File: src/rtl/evt_irq_pkg.sv
package evt_irq_pkg;
  localparam int ADDR_W    = 8;
  localparam int DATA_W    = 32;
  localparam logic [ADDR_W-1:0] VEC_ADDR = 8'h40;
  localparam logic [ADDR_W-1:0] SEL_ADDR = 8'h44;

  // byte offset of status word w
  function automatic logic [ADDR_W-1:0] stat_addr(input int w);
    return ADDR_W'(4 * w);
  endfunction

  // byte offset of mask word w inside group g
  function automatic logic [ADDR_W-1:0] mask_addr(input int g, input int w);
    return ADDR_W'(16 * (g + 1) + 4 * w);
  endfunction
endpackage

File: src/rtl/evt_status_bank.sv
module evt_status_bank #(
  parameter int NWORD = 3,
  parameter int WBITS = 32
) (
  input  logic                   clk,
  input  logic                   rst_n,
  input  logic [NWORD*WBITS-1:0] evt_i,
  input  logic                   wr_en,
  input  logic [7:0]             wr_addr,
  input  logic [WBITS-1:0]       wr_data,
  output logic [NWORD*WBITS-1:0] status_o,
  output logic [NWORD*WBITS-1:0] clr_o
);
  for (genvar w = 0; w < NWORD; w++) begin : g_word
    logic             hit;
    logic [WBITS-1:0] st_q;
    assign hit = wr_en && (wr_addr == evt_irq_pkg::stat_addr(w));
    assign clr_o[w*WBITS +: WBITS] = hit ? wr_data : '0;
    always_ff @(posedge clk) begin
      if (!rst_n) st_q <= '0;
      // a fresh event outranks a clear of the same bit
      else st_q <= (st_q & ~clr_o[w*WBITS +: WBITS]) | evt_i[w*WBITS +: WBITS];
    end
    assign status_o[w*WBITS +: WBITS] = st_q;
  end
endmodule

File: src/rtl/evt_mask_bank.sv
module evt_mask_bank #(
  parameter int NLINE = 3,
  parameter int NWORD = 3,
  parameter int WBITS = 32
) (
  input  logic                         clk,
  input  logic                         rst_n,
  input  logic                         wr_en,
  input  logic [7:0]                   wr_addr,
  input  logic [WBITS-1:0]             wr_data,
  output logic [NLINE*NWORD*WBITS-1:0] mask_o
);
  localparam int GSPAN = NWORD * WBITS;
  for (genvar g = 0; g < NLINE; g++) begin : g_grp
    for (genvar w = 0; w < NWORD; w++) begin : g_word
      logic             hit;
      logic [WBITS-1:0] mk_q;
      assign hit = wr_en && (wr_addr == evt_irq_pkg::mask_addr(g, w));
      always_ff @(posedge clk) begin
        if (!rst_n)   mk_q <= '0;
        else if (hit) mk_q <= wr_data;
      end
      assign mask_o[g*GSPAN + w*WBITS +: WBITS] = mk_q;
    end
  end
endmodule

File: src/rtl/evt_line_resolver.sv
module evt_line_resolver #(
  parameter int NLINE = 3,
  parameter int NWORD = 3,
  parameter int WBITS = 32,
  parameter int SELW  = 2,
  parameter int IDXW  = 7
) (
  input  logic                         clk,
  input  logic                         rst_n,
  input  logic [NWORD*WBITS-1:0]       status_i,
  input  logic [NLINE*NWORD*WBITS-1:0] mask_i,
  input  logic [SELW-1:0]              sel_i,
  output logic [NLINE-1:0]             irq_o,
  output logic [NLINE-1:0]             line_any_o,
  output logic                         vec_valid_o,
  output logic [IDXW-1:0]              vec_idx_o
);
  localparam int NEVT = NWORD * WBITS;

  // lowest set bit: {found, index}
  function automatic logic [IDXW:0] first_set(input logic [NEVT-1:0] v);
    logic [IDXW:0] r;
    r = '0;
    for (int i = NEVT - 1; i >= 0; i--) begin
      if (v[i]) r = {1'b1, IDXW'(i)};
    end
    return r;
  endfunction

  logic [NEVT-1:0] pend [NLINE];
  logic [NEVT-1:0] sel_pend;
  logic [NLINE-1:0] irq_q;

  for (genvar l = 0; l < NLINE; l++) begin : g_line
    assign pend[l]       = status_i & mask_i[l*NEVT +: NEVT];
    assign line_any_o[l] = |pend[l];
  end

  always_ff @(posedge clk) begin
    if (!rst_n) irq_q <= '0;
    else        irq_q <= line_any_o;
  end
  assign irq_o = irq_q;

  always_comb begin
    sel_pend = '0;
    for (int l = 0; l < NLINE; l++) begin
      if (sel_i == SELW'(l)) sel_pend = pend[l];
    end
  end

  assign {vec_valid_o, vec_idx_o} = first_set(sel_pend);
endmodule

File: src/rtl/evt_irq_hub.sv
module evt_irq_hub #(
  parameter int NLINE = 3,
  parameter int NWORD = 3,
  parameter int WBITS = 32
) (
  input  logic                   clk,
  input  logic                   rst_n,
  input  logic [NWORD*WBITS-1:0] evt_i,
  input  logic [7:0]             bus_addr,
  input  logic                   bus_wr,
  input  logic [31:0]            bus_wdata,
  output logic [31:0]            bus_rdata,
  output logic [NLINE-1:0]       irq_o
);
  import evt_irq_pkg::*;
  localparam int NEVT  = NWORD * WBITS;
  localparam int GSPAN = NEVT;
  localparam int SELW  = $clog2(NLINE + 1);
  localparam int IDXW  = $clog2(NEVT);

  logic [NEVT-1:0]       status_flat;
  logic [NEVT-1:0]       clr_flat;
  logic [NLINE*NEVT-1:0] mask_flat;
  logic [NLINE-1:0]      line_any;
  logic                  vec_valid;
  logic [IDXW-1:0]       vec_idx;
  logic [SELW-1:0]       sel_q;
  logic                  sel_wr;

  evt_status_bank #(.NWORD(NWORD), .WBITS(WBITS)) u_stat (
    .clk(clk), .rst_n(rst_n), .evt_i(evt_i), .wr_en(bus_wr),
    .wr_addr(bus_addr), .wr_data(bus_wdata[WBITS-1:0]),
    .status_o(status_flat), .clr_o(clr_flat));

  evt_mask_bank #(.NLINE(NLINE), .NWORD(NWORD), .WBITS(WBITS)) u_mask (
    .clk(clk), .rst_n(rst_n), .wr_en(bus_wr), .wr_addr(bus_addr),
    .wr_data(bus_wdata[WBITS-1:0]), .mask_o(mask_flat));

  evt_line_resolver #(.NLINE(NLINE), .NWORD(NWORD), .WBITS(WBITS),
                      .SELW(SELW), .IDXW(IDXW)) u_res (
    .clk(clk), .rst_n(rst_n), .status_i(status_flat), .mask_i(mask_flat),
    .sel_i(sel_q), .irq_o(irq_o), .line_any_o(line_any),
    .vec_valid_o(vec_valid), .vec_idx_o(vec_idx));

  assign sel_wr = bus_wr && (bus_addr == SEL_ADDR);
  always_ff @(posedge clk) begin
    if (!rst_n)      sel_q <= '0;
    else if (sel_wr) sel_q <= bus_wdata[SELW-1:0];
  end

  always_comb begin
    bus_rdata = '0;
    for (int w = 0; w < NWORD; w++) begin
      if (bus_addr == stat_addr(w)) bus_rdata = 32'(status_flat[w*WBITS +: WBITS]);
    end
    for (int g = 0; g < NLINE; g++) begin
      for (int w = 0; w < NWORD; w++) begin
        if (bus_addr == mask_addr(g, w))
          bus_rdata = 32'(mask_flat[g*GSPAN + w*WBITS +: WBITS]);
      end
    end
    if (bus_addr == VEC_ADDR) bus_rdata = {vec_valid, {(31-IDXW){1'b0}}, vec_idx};
    if (bus_addr == SEL_ADDR) bus_rdata = 32'(sel_q);
  end
endmodule

File: config.mk
export PLATFORM = sky130hd
export DESIGN_NAME = evt_irq_hub
export DESIGN_NICKNAME = d
export VERILOG_FILES = /design/src/rtl/evt_irq_pkg.sv /design/src/rtl/evt_status_bank.sv /design/src/rtl/evt_mask_bank.sv /design/src/rtl/evt_line_resolver.sv /design/src/rtl/evt_irq_hub.sv
export SDC_FILE = /design/constraint.sdc
export NUM_CORES = 1
export LEC_CHECK = 0
export BUFFER_PORTS_ARGS = -buffer_cell sky130_fd_sc_hd__buf_2
export CELL_PAD_IN_SITES_DETAIL_PLACEMENT = 2
export CELL_PAD_IN_SITES_GLOBAL_PLACEMENT = 2
export CORE_MARGIN = 2
export CORE_UTILIZATION = 40
export CTS_CLUSTER_DIAMETER = 80
export CTS_CLUSTER_SIZE = 16
export DETAILED_ROUTE_END_ITERATION = 8
export PLACE_DENSITY_LB_ADDON = 0.25
export SLEW_MARGIN = 10
export SYNTH_ARGS = -nofsm -noshare
export SYNTH_HDL_FRONTEND = slang
export SYNTH_HIERARCHICAL = 1
export SYNTH_SLANG_ARGS = --single-unit
File: constraint.sdc
create_clock -name clk -period 6.5 [get_ports clk]
set_clock_uncertainty 0.05 [all_clocks]
set_input_delay 0.65 -clock clk [delete_from_list [all_inputs] [get_ports clk]]
set_output_delay 0.65 -clock clk [all_outputs]
set_load 0.01 [all_outputs]
==> flow_summary.toml <==
[yosys]
synth_area_per_cell_um2 = 8.33
yosysWarnings = 6
synth_fp_nets = 2971
post_synth_inst_count = 2832
synth_area_um2 = 23600

[clock_network]
post_cts_buffers = 0
cts_buffer_depth = 3
cts_tree = "yes"
cts-root-buf = "clkbuf_16"
hold_buffers = 0
cts-buffers-inserted = 31
htree_levels = 1
cts_resized = 0
cts.sinks = 389
clkTransAtPathRegs_ns = 0.08
worstSkewPairLatency_ns = 0.67

[critical_path]
cp-end-kind = "output pin"
cp.required_ns = 5.80
arrival_ns = 5.17
path_buf_inv = 2
cp_cell_sequence = "nor2b_4 > buf_4 > a2bb2oi_1 > nor2_1 > o2111ai_1 > a211oi_1 > a21oi_1 > o211ai_1 > a31oi_1 > o22ai_1 > nor3_1 > buf_2"
cp_max_fo = 37
critPathSlowestCell = "nor2b_4"
critPathLaunchType = "flip-flop"
slowest_delay_ns = 0.67
critical_path_class = "reg2out"
crit_family = "compound AO/OA/AOI/OAI gates"

[sta]
worstMarginPinSlew_ns = 1.39
hold_violations = 0
slew_headroom_pct = 6.68
max_freq_ghz = 0.170
min_period_ns = 5.87
slew_viol_final = 0
setup_tns_ns = 0
setup_viol = 0
min_period_over_period_pct = 90.3
rsz0062_at_grt = "no"

[global_routing]
grt_max_degree = 152
grt_pass1_vias = 29700
grt_pass1_wl_um = 237000
overflow = 0
gr-usage-all-layers_pct = 55.6
antenna_found_initial = 16

[route]
drc_errors = 0
first_pass_iters = 9
routed_wirelength_um = 175000
wl_per_cell_um = 47.4
via_per_inst = 7.79
num_vias = 28800
drt_iter0_markers = 4647
ant_nets = 0

[final_layout]
fill_cells = 6420
drive_gt1_share_pct = 12.3
syn2layout_area_growth_pct = 10.7
nets = 3046
stdcell_count = 3698

[placed_design]
portBuffers = 173
hpwl_um = 123000
place_congestion = 1.07
dp_cells = 3647

[job]
maxCapViolCount = 0

[power_and_ir_drop]
p_leak_nw = 10.5
clkPwrFrac_pct = 39.4
pwr-share-comb_pct = 10.1
seqPwrFrac_pct = 50.5
power.switching_mw = 1.59
cellPowerDensity_nw_per_um2 = 196
power_switching_share_pct = 31.2
power.total_mw = 5.11
p_int_mw = 3.52
ir_worst_vdd_mv = 0.249

[outcome]
status = "completed"

[die]
ios = 174
die_h_um = 247
dieArea_um2 = 60900
design.core.area_um2 = 58700
initial_utilization_pct = 40.2
rows = 89
die_w_um = 247

[hold_path]
hold_path.class = "in2reg"
per-stage QoR:
stage	setup slack (ns)	instance area, µm²	hold WS [ns]	utilization, %
after global routing	0.708	26100	0.182	44.5
after global placement	1.71	25200	0.429	42.9
after CTS	0.958	26100	0.168	44.4
after detailed placement	1.66	25200	0.448	42.9
final	0.629	26100	0.166	44.5
after floorplan	3.00	23600	0.403	-
metal layers:
metal / track usage (%) / share of wire [%] / vias up
met5: 0 / 0.065 / -
met4: 48.4 / 11 / 18
met3: 23.0 / 14 / 1148
met2: 80.0 / 40 / 2725
met1: 63.3 / 35 / 14200
li1: - / - / 10700
cells in the final DEF (no fill, tap or decap), types with 7 or more instances in the layout:
cell type	n
o31ai_1	12
nand4_1	44
dfxtp_1	387
inv_1	117
a2bb2oi_1	18
o21bai_1	11
a31oi_1	107
o21ai_0	146
a221oi_1	16
a22oi_1	168
clkbuf_16	31
a211o_1	7
nor2b_1	31
nor4_1	17
nor2_1	88
o211ai_1	18
diode_2	8
and2_1	15
a21oi_1	66
nand3_1	44
nand3b_1	23
and3_1	10
a21boi_0	7
nand2_1	453
nand2b_1	9
a22o_1	13
o2bb2ai_1	69
o21ai_1	13
o22ai_1	71
mux2i_1	409
o21a_1	10
nor3_1	20
mux2_2	17
buf_4	63
buf_2	170
a211oi_1	65
sequential cells by signal, summed over array words and instances, names as in the netlist:
| name | flops |
|---|---|
| sel_q | 2 |
| u_stat/g_word.st_q | 96 |
| u_mask/g_grp.g_word.mk_q | 288 |
| u_res/irq_o | 3 |
layout make-up:
type | count | area, µm² | share of cell area, %
Clock inverter | 9 | 146 | 0.561
Inverter | 118 | 443 | 1.70
Multi-Input combinational cell | 2127 | 14500 | 55.5
Timing Repair Buffer | 240 | 1460 | 5.59
Clock buffer | 34 | 787 | 3.01
Tap cell | 773 | 967 | 3.70
Antenna cell | 8 | 20.0 | 0.0767
Sequential cell | 389 | 7790 | 29.9
power groups by stage:
stage,Sequential (mW),Combinational (mW),Clock (mW)
final,2.58,0.514,2.01
after global routing,2.57,0.518,2.07
after CTS,2.57,0.480,1.99
after detailed placement,2.62,0.466,0
after global placement,2.62,0.427,0
after floorplan,2.54,0.235,0
path summary, 6_finish.rpt:
check	start	endpoint	slack [ns]	cells past startpoint
max	sel_q[0]	bus_rdata[0]	0.63	12
min	bus_wdata[28]	u_stat/g_word[0].st_q[28]	0.17	2
max reg2reg	u_stat/g_word[1].st_q[30]	u_res/irq_o[2]	3.29	5
min reg2reg	u_mask/g_grp[2].g_word[2].mk_q[12]	u_mask/g_grp[2].g_word[2].mk_q[12]	0.47	2
Note: power is estimated with default switching activity, not from simulation.
